==> src/rtl/ramp_pkg.sv <==
package ramp_pkg;

  // Action the control path orders from the accumulator on a given edge.
  typedef struct packed {
    logic load;      // park at lower limit (reset / disabled)
    logic stepUp;    // add rising step
    logic stepDown;  // subtract falling step
    logic pinHigh;   // clamp to upper limit
    logic pinLow;    // clamp to lower limit
  } rampCmd_t;

endpackage

==> src/rtl/ramp_prescaler.sv <==
module ramp_prescaler #(
  parameter int unsigned DIV = 4
) (
  input  logic clk,
  input  logic rst,
  input  logic run,
  output logic tick
);

  generate
    if (DIV < 2) begin : g_direct
      assign tick = run;
    end else begin : g_count
      localparam int unsigned CW = $clog2(DIV);
      localparam logic [CW-1:0] LAST = CW'(DIV - 1);

      logic [CW-1:0] phaseCnt;

      always_ff @(posedge clk) begin
        if (rst || !run) begin
          phaseCnt <= '0;
        end else if (phaseCnt == LAST) begin
          phaseCnt <= '0;
        end else begin
          phaseCnt <= phaseCnt + 1'b1;
        end
      end

      assign tick = run && (phaseCnt == LAST);

      AST_PHASE_RANGE: assert property (@(posedge clk) disable iff (rst)
        phaseCnt <= LAST);
      AST_TICK_GAP: assert property (@(posedge clk) disable iff (rst)
        tick |=> !tick);
    end
  endgenerate

endmodule

==> src/rtl/ramp_ctrl.sv <==
module ramp_ctrl
  import ramp_pkg::*;
#(
  parameter int unsigned W = 32
) (
  input  logic         clk,
  input  logic         rst,
  input  logic         enable,
  input  logic         tick,
  input  logic [W:0]   upSum,
  input  logic [W:0]   downDiff,
  input  logic [W-1:0] lowLimit,
  input  logic [W-1:0] highLimit,
  output rampCmd_t     cmd,
  output logic         rising
);

  logic badRange;
  logic hitHigh;
  logic hitLow;
  logic nextRising;

  // Endpoint comparison on the widened sum / difference, so no wrap can hide a crossing.
  assign badRange = highLimit < lowLimit;
  assign hitHigh  = upSum >= {1'b0, highLimit};
  assign hitLow   = downDiff[W] || (downDiff[W-1:0] <= lowLimit);

  always_comb begin
    cmd        = '0;
    nextRising = rising;
    if (rst || !enable) begin
      cmd.load   = 1'b1;
      nextRising = 1'b1;
    end else if (tick) begin
      if (badRange) begin
        cmd.pinLow = 1'b1;
        nextRising = 1'b1;
      end else if (rising) begin
        if (hitHigh) begin
          cmd.pinHigh = 1'b1;
          nextRising  = 1'b0;
        end else begin
          cmd.stepUp = 1'b1;
        end
      end else begin
        if (hitLow) begin
          cmd.pinLow = 1'b1;
          nextRising = 1'b1;
        end else begin
          cmd.stepDown = 1'b1;
        end
      end
    end
  end

  always_ff @(posedge clk) begin
    rising <= nextRising;
  end

  AST_ONE_ACTION: assert property (@(posedge clk) disable iff (rst)
    $onehot0({cmd.load, cmd.stepUp, cmd.stepDown, cmd.pinHigh, cmd.pinLow}));
  AST_TURN_AT_TOP: assert property (@(posedge clk) disable iff (rst)
    cmd.pinHigh |=> !rising);
  AST_TURN_AT_FLOOR: assert property (@(posedge clk) disable iff (rst)
    cmd.pinLow |=> rising);
  AST_DIR_HOLD: assert property (@(posedge clk) disable iff (rst)
    (enable && !tick) |=> $stable(rising));

endmodule

==> src/rtl/ramp_datapath.sv <==
module ramp_datapath
  import ramp_pkg::*;
#(
  parameter int unsigned W = 32
) (
  input  logic         clk,
  input  logic         rst,
  input  rampCmd_t     cmd,
  input  logic [W-1:0] lowLimit,
  input  logic [W-1:0] highLimit,
  input  logic [W-1:0] incStep,
  input  logic [W-1:0] decStep,
  output logic [W-1:0] freqWord,
  output logic [W:0]   upSum,
  output logic [W:0]   downDiff
);

  logic [W-1:0] accum;

  // One extra bit: carry on the way up, borrow on the way down.
  assign upSum    = {1'b0, accum} + {1'b0, incStep};
  assign downDiff = {1'b0, accum} - {1'b0, decStep};

  always_ff @(posedge clk) begin
    if (cmd.load || cmd.pinLow) begin
      accum <= lowLimit;
    end else if (cmd.pinHigh) begin
      accum <= highLimit;
    end else if (cmd.stepUp) begin
      accum <= upSum[W-1:0];
    end else if (cmd.stepDown) begin
      accum <= downDiff[W-1:0];
    end
  end

  assign freqWord = accum;

  AST_LOAD_LOW: assert property (@(posedge clk) disable iff (rst)
    cmd.load |=> freqWord == $past(lowLimit));
  AST_STEP_UP: assert property (@(posedge clk) disable iff (rst)
    cmd.stepUp |=> freqWord == $past(freqWord) + $past(incStep));
  AST_STEP_DOWN: assert property (@(posedge clk) disable iff (rst)
    cmd.stepDown |=> freqWord == $past(freqWord) - $past(decStep));
  AST_HOLD_WORD: assert property (@(posedge clk) disable iff (rst)
    !(cmd.load || cmd.stepUp || cmd.stepDown || cmd.pinHigh || cmd.pinLow)
      |=> $stable(freqWord));

endmodule

==> src/rtl/fmcw_ramp_gen.sv <==
module fmcw_ramp_gen
  import ramp_pkg::*;
#(
  parameter int unsigned W   = 32,
  parameter int unsigned DIV = 4
) (
  input  logic         clk,
  input  logic         rst,
  input  logic         enable,
  input  logic [W-1:0] lowLimit,
  input  logic [W-1:0] highLimit,
  input  logic [W-1:0] incStep,
  input  logic [W-1:0] decStep,
  output logic [W-1:0] freqWord,
  output logic         rising,
  output logic         updateStrobe
);

  logic     tick;
  rampCmd_t cmd;
  logic [W:0] upSum;
  logic [W:0] downDiff;

  ramp_prescaler #(.DIV(DIV)) i_prescaler (
    .clk  (clk),
    .rst  (rst),
    .run  (enable),
    .tick (tick)
  );

  ramp_ctrl #(.W(W)) i_ctrl (
    .clk       (clk),
    .rst       (rst),
    .enable    (enable),
    .tick      (tick),
    .upSum     (upSum),
    .downDiff  (downDiff),
    .lowLimit  (lowLimit),
    .highLimit (highLimit),
    .cmd       (cmd),
    .rising    (rising)
  );

  ramp_datapath #(.W(W)) i_datapath (
    .clk       (clk),
    .rst       (rst),
    .cmd       (cmd),
    .lowLimit  (lowLimit),
    .highLimit (highLimit),
    .incStep   (incStep),
    .decStep   (decStep),
    .freqWord  (freqWord),
    .upSum     (upSum),
    .downDiff  (downDiff)
  );

  always_ff @(posedge clk) begin
    updateStrobe <= !rst && tick;
  end

  AST_STROBE_SINGLE: assert property (@(posedge clk) disable iff (rst)
    updateStrobe |=> !updateStrobe);
  AST_STROBE_OFF_IDLE: assert property (@(posedge clk) disable iff (rst)
    !enable |=> !updateStrobe);

endmodule

==> config.mk <==
export PLATFORM = sky130hd
export DESIGN_NAME = fmcw_ramp_gen
export DESIGN_NICKNAME = d
export VERILOG_FILES = /design/src/rtl/ramp_pkg.sv /design/src/rtl/ramp_prescaler.sv /design/src/rtl/ramp_ctrl.sv /design/src/rtl/ramp_datapath.sv /design/src/rtl/fmcw_ramp_gen.sv
export SDC_FILE = /design/constraint.sdc
export NUM_CORES = 1
export LEC_CHECK = 0
export ABC_AREA = 1
export BUFFER_PORTS_ARGS = -buffer_cell sky130_fd_sc_hd__buf_2
export CAP_MARGIN = 15
export CORE_ASPECT_RATIO = 1.25
export CORE_MARGIN = 2
export CORE_UTILIZATION = 30
export DETAILED_ROUTE_END_ITERATION = 8
export GPL_TIMING_DRIVEN = 0
export SETUP_SLACK_MARGIN = 0.1
export SYNTH_ARGS = -nofsm -noshare
export SYNTH_HDL_FRONTEND = slang
export SYNTH_SLANG_ARGS = --single-unit
==> constraint.sdc <==
create_clock -name clk -period 5.4 [get_ports clk]
set_input_delay 1.62 -clock clk [delete_from_list [all_inputs] [get_ports clk]]
set_output_delay 1.62 -clock clk [all_outputs]
set_load 0.05 [all_outputs]
======== After elaboration in Yosys (flattened, before gate mapping) ========
Cells that the tools add are included.
word-level totals
  register bits after elaboration ......... 36
  bits in latches ......................... 0
  memory bits (writable) .................. 0
  bits in read-only memories .............. 0
  bits of input ports ..................... 131
  memories kept ........................... 0
cells by class
  $add $sub $neg .......................... 3
  $mul .................................... 0
  divide/modulo/power cells ............... 0
  magnitude comparators ................... 3
  equality and inequality tests ........... 1
  shift operators ......................... 0
  multiplexer cells ....................... 19
  bitwise operators ....................... 0
  reduce and logical (&&, ||, !) cells .... 9
operators with widths
  operator                                                        number
  32-bit 2-to-1 mux                                               4
  32-bit by 32-bit adder with 33-bit output                       1
  33-bit by 32-bit greater-or-equal comparator with 1-bit output  1
  32-bit by 32-bit subtractor with 33-bit output                  1
  32-bit <= comparator                                            1
  32-bit < comparator                                             1
  1-bit 2-to-1 mux                                                12
  4-bit 2-to-1 mux                                                2
  4-bit nonzero test                                              1
  1-bit logical OR                                                3
  3-bit 2-to-1 mux                                                1
  2-bit by 1-bit adder with 2-bit output, second input constant   1
  2-bit == test, second input constant                            1
  1-bit logical AND                                               2
  1-bit zero test                                                 2
  2-bit OR reduction                                              1

======== Logic depth before layout (Yosys ltp) ========
  depth in word-level cells ............... 12
  depth in mapped cells ................... 30

======== Cells and area by module ========
A second synthesis with hierarchy kept.
second synthesis, totals
  cells, all modules ...................... 1,750
  area, all modules ....................... 9,830.7 µm²
modules (own cells, without submodules)
  module          instances  cells each  area an instance (µm²)  sequential area each (µm²)
  ramp_datapath   1          1,330       7,105.6                 960.9
  ramp_ctrl       1          406         2,606.2                 20.0
  ramp_prescaler  1          11          88.8                    40.0
  fmcw_ramp_gen   1          3           30.0                    20.0

======== Least setup slack after synthesis ========
Ideal clock, no wire load.
  path kind ............................... input -> register
  start ................................... input incStep[0]
  end ..................................... register i_datapath.accum[0], in the netlist i_datapath.freqWord[0], data pin
  arrival ................................. 4,713 ps
  required time ........................... 5,145 ps
  slack ................................... 432 ps
  stages .................................. 28
  cell sequence ........................... ha_1 fa_1 nand3_1 nand2_1 a21oi_1 o21ai_1 a21oi_1 inv_2 nand2_1 nand2_1 xor2_1 ha_1 nand2_1 nor2_1 nand3_1 nor2_1 nand2_1 nand3_1 nand2_1 nand2_1 nand2_1 nand2_1 nand2_1 nand2_1 buf_2 nand4_1 nand4_1 nand2_1
on the way
  longest elaborated chain between the ends .. 10
  elaborated cells between the ends (all ways) .. 12
  those cells by class .................... add/sub: 1; order compare: 1; mux: 10
ends and longest elaborated chain
  what                                                            line                 RTL
  from (decl)                                                     fmcw_ramp_gen.sv:12  input logic [W-1:0] incStep,
  32-bit by 32-bit adder with 33-bit output (*)                   ramp_datapath.sv:21  assign upSum = {1'b0, accum} + {1'b0, incStep};
  33-bit by 32-bit greater-or-equal comparator with 1-bit output  ramp_ctrl.sv:25      assign hitHigh = upSum >= {1'b0, highLimit};
  1-bit 2-to-1 mux                                                ramp_ctrl.sv:39      if (hitHigh) begin
  1-bit 2-to-1 mux                                                ramp_ctrl.sv:38      end else if (rising) begin
  3-bit 2-to-1 mux                                                ramp_ctrl.sv:35      if (badRange) begin
  4-bit 2-to-1 mux                                                ramp_ctrl.sv:34      end else if (tick) begin
  4-bit 2-to-1 mux                                                ramp_ctrl.sv:31      if (rst || !enable) begin
  32-bit 2-to-1 mux                                               ramp_datapath.sv:29  end else if (cmd.stepUp) begin
  32-bit 2-to-1 mux (*)                                           ramp_datapath.sv:27  end else if (cmd.pinHigh) begin
  32-bit 2-to-1 mux (*)                                           ramp_datapath.sv:25  if (cmd.load || cmd.pinLow) begin
  to (signal assigned)                                            ramp_datapath.sv:26  accum <= lowLimit;
  to (signal assigned)                                            ramp_datapath.sv:28  accum <= highLimit;
  to (signal assigned)                                            ramp_datapath.sv:30  accum <= upSum[W-1:0];
  to (decl)                                                       ramp_datapath.sv:18  logic [W-1:0] accum;
Every way passes the cells marked *; elsewhere a longest branch is shown, timed or not.
A chain may end at the register's enable or synchronous reset.

======== Final worst setup path ========
  start ................................... input incStep[0]
  end ..................................... register i_datapath.accum[21], in the netlist i_datapath.freqWord[21], data pin
The elaborated chain is that of the path after synthesis.

==> summary.md <==
| Metric | Value |
|---|---|
| Die area | `0.0291 mm²` |
| CP most frequent cell | `nand2_1` |
| Nets | `1791` |
| Synth top cells by count | `317 x nand2_1, 186 x inv_1, 160 x ha_1` |
| Clock sinks | `36` |
| Max incr delay on CP | `0.41 ns` |
| CTS Buf Count | `5` |
| Critical Path Fanout Max | `5` |
| EDFF count, synth | `32` |
| Most frequent cell after synthesis | `nand2_1` |
| Clk pin slew, worst setup/hold paths | `0.06 ns` |
| Fin crit share | `96.0%` |
| Seq cells post-synth | `36` |
| Synth cell types | `46` |
| Yosys warnings | `0` |
| Detailed Place HPWL | `29100 µm` |
| Avg Vias per Cell | `5.21` |
| Initial detailed-routing violation count | `568` |
| CP Capture Type | `flop` |
| Root buffer cell | `clkbuf_16` |
| Syn nets | `1585` |
| Critical Path Slowest Stage Cell | `fa_2` |
| CTS Hold Bufs | `0` |
| Ys flop type | `edfxtp_1` |
| Internal reg-to-reg setup slack | `1.11 ns` |
| Area occupied by multi-input gates | `0.00713 mm²` |
| RSZ-0062 raised after global routing | `true` |
| Cell Pwr Density | `329 mW/mm²` |
| Seq/Total Area, Yosys | `12.5%` |
| WS Path Type | `in -> reg` |
| Slew HR | `52.5%` |
| Initial Utilization | `30.3%` |
| Endpoints failing setup | `0` |
| Vias in the first global route | `9619` |
| Worst Setup Start Kind | `input port` |
| Cell count after synthesis | `1292` |
| # Max-Cap Violations | `0` |
| Worst slew pin tran | `0.713 ns` |
| Worst Hold Depth | `1` |
| DRT antenna net count | `0` |
| Crit path from | `incStep[0]` |
| I/O pin count | `165` |
| CTS tree | `done` |
| Crit path time final | `5.18 ns` |
| Worst min-delay path startpoint | `i_prescaler.g_count.phaseCnt[0]` |
| Worst-Skew Late Latency | `0.30 ns` |
| Main area contributors after synthesis | `ha_1 24%, nand2_1 14%, edfxtp_1 12%, inv_1 8.4%, a21oi_1 7.2%` |
| Async SR Flop Fraction | `0%` |
| Total GRT Usage | `22.3%` |
| Core box area | `0.0275 mm²` |
| Syn_area_per_cell | `6.44 µm²` |
| Chip Width | `153 µm` |
| CP required | `5.46 ns` |
| Die height | `190 µm` |
| DR WL/cell | `18.5 µm` |
| Setup Skew | `0.00203 ns` |
| Filler Cell Count | `2972` |
| Clk buf depth | `2` |
| Cell taking the most area after synthesis | `ha_1` |
| Largest net degree at the start of global routing | `24` |
| Routed WL | `34200 µm` |
| Vias | `9633` |
| Reg2reg start | `i_datapath.freqWord[0]` |
| Global route total overflow | `0` |
| HP Class | `reg -> reg` |
| FMAX | `193 MHz` |
| Initial antenna violation count | `4` |
| Hold path endpoint | `i_prescaler.g_count.phaseCnt[0]` |
| Total Power | `3.55 mW` |
| Sequential cell area | `0.00104 mm²` |
| GPL Wtd Cong | `0.969` |
| Reg2Reg Depth | `27` |
| PortBufs | `164` |
| Crit path arrival time | `5.24 ns` |
| Synth top area share | `24.1%` |
| Worst VDD drop | `0.131 mV` |
| DRC | `0` |
| Area of the mapped netlist | `0.00832 mm²` |
| Status | `complete, no violations` |
| Share of cells above drive strength 1 | `24.0%` |
| H-tree Lvls | `2` |
| Drt first pass iters | `5` |
| Fin Hold WS | `0.424 ns` |
| Area Growth Syn to Fin | `29.6%` |
| Final Hold Fails | `0` |
| Std-Cell Rows | `68` |
| P_leak | `5.60 nW` |
| Final count of pins violating max slew | `0` |
| Total negative setup slack | `0 ns` |
| Reg2Reg Capture Point | `i_datapath.freqWord[19]` |
| First-pass GRT wire length | `50200 µm` |
timing repair:
item                                    4_1_cts  5_1_grt
hold endpoints to repair                      0        0
resized for setup                            21      152
pin swaps                                     7       60
setup buffers                                 5       27
gates cloned                                  0        2
endpoints found under the setup margin       32       33
area by class of cell:
type / count / share of cell area [%]
repair buffers: 199 / 10.4
inverters: 188 / 6.55
multi-input cells: 1043 / 66.2
clock inverters: 3 / 0.348
diodes: 1 / 0.0232
clock buffers: 5 / 1.16
well taps: 350 / 4.06
plain buffers: 25 / 1.65
flip-flops and latches: 36 / 9.66
worst max-delay path by stage:
stage	end
floorplan	i_datapath.freqWord[0]
global placement	i_datapath.freqWord[28]
detailed placement	i_datapath.freqWord[19]
CTS	i_datapath.freqWord[28]
global route	i_datapath.freqWord[0]
finish	i_datapath.freqWord[21]
per-layer routing:
| layer | global-route usage (%) | vias to the layer above | share of wire [%] |
|---|---|---|---|
| li1 | - | 4795 | - |
| met1 | 25.6 | 4465 | 41 |
| met2 | 41.2 | 291 | 51 |
| met3 | 2.41 | 78 | 4.3 |
| met4 | 10.1 | 4 | 3.8 |
| met5 | 0 | - | 0.070 |
cell families (layout without fill, tap and decap cells):
family | after synthesis | in the layout | share of synthesized area [%]
simple gates | 598 | 598 | 31.1
compound gates | 228 | 228 | 15.7
buf+inv | 213 | 420 | 10.4
fa+ha+maj | 162 | 162 | 24.6
xor+xnor | 55 | 55 | 5.79
flops | 36 | 36 | 12.5
other cells | 0 | 1 | 0
critical path, delay by kind of cell:
| family | cells | cell delay [ns] |
|---|---|---|
| fa+ha+maj | 3 | 0.88 |
| buf+inv | 6 | 0.69 |
| simple gates | 17 | 1.37 |
| compound gates | 4 | 0.67 |
placed cells by master (no fill, tap or decap), drive strengths merged:
cell type and n:
nand2 321, clkinv 2, a221oi 1, xnor2 17
edfxtp 32, nor2 100, a21oi 123, a31oi 5
dfxtp 4, o221ai 3, nand3b 3, o211ai 6
o21bai 5, buf 213, fa 2, o21a 4
nand4 52, bufinv 1, diode 1, clkbuf 16
nor4 3, a21o 13, xor2 38, o2111ai 1
a21boi 9, inv 188, o31ai 2, ha 160
or2 2, nand3 102, a211oi 3, nor3 15
o21ai 53
power by group:
group	switching (mW)	leakage (nW)	total, mW	internal (mW)
clock network	0.144	0.0789	0.360	0.216
registers	0.0603	0.364	0.427	0.367
logic	1.76	5.16	2.76	0.995
state kept, by name (all words and copies together), names as in the netlist:
| register | count |
|---|---|
| i_ctrl.rising | 1 |
| updateStrobe | 1 |
| i_datapath.freqWord | 32 |
| i_prescaler.g_count.phaseCnt | 2 |
per-stage QoR:
stage | setup WS [ns] | std cells | utilization (%) | instance area [µm²]
after floorplan | 0.432 | 1292 | - | 8320
after global routing | -0.00628 | 1850 | 39.2 | 10800
after global placement | -0.615 | 1806 | 34.8 | 9580
after CTS | 0.0975 | 1820 | 36.0 | 9880
after detailed placement | -0.591 | 1807 | 34.9 | 9600
final | 0.216 | 1850 | 39.2 | 10800
Power figures use the tool's default switching activity.
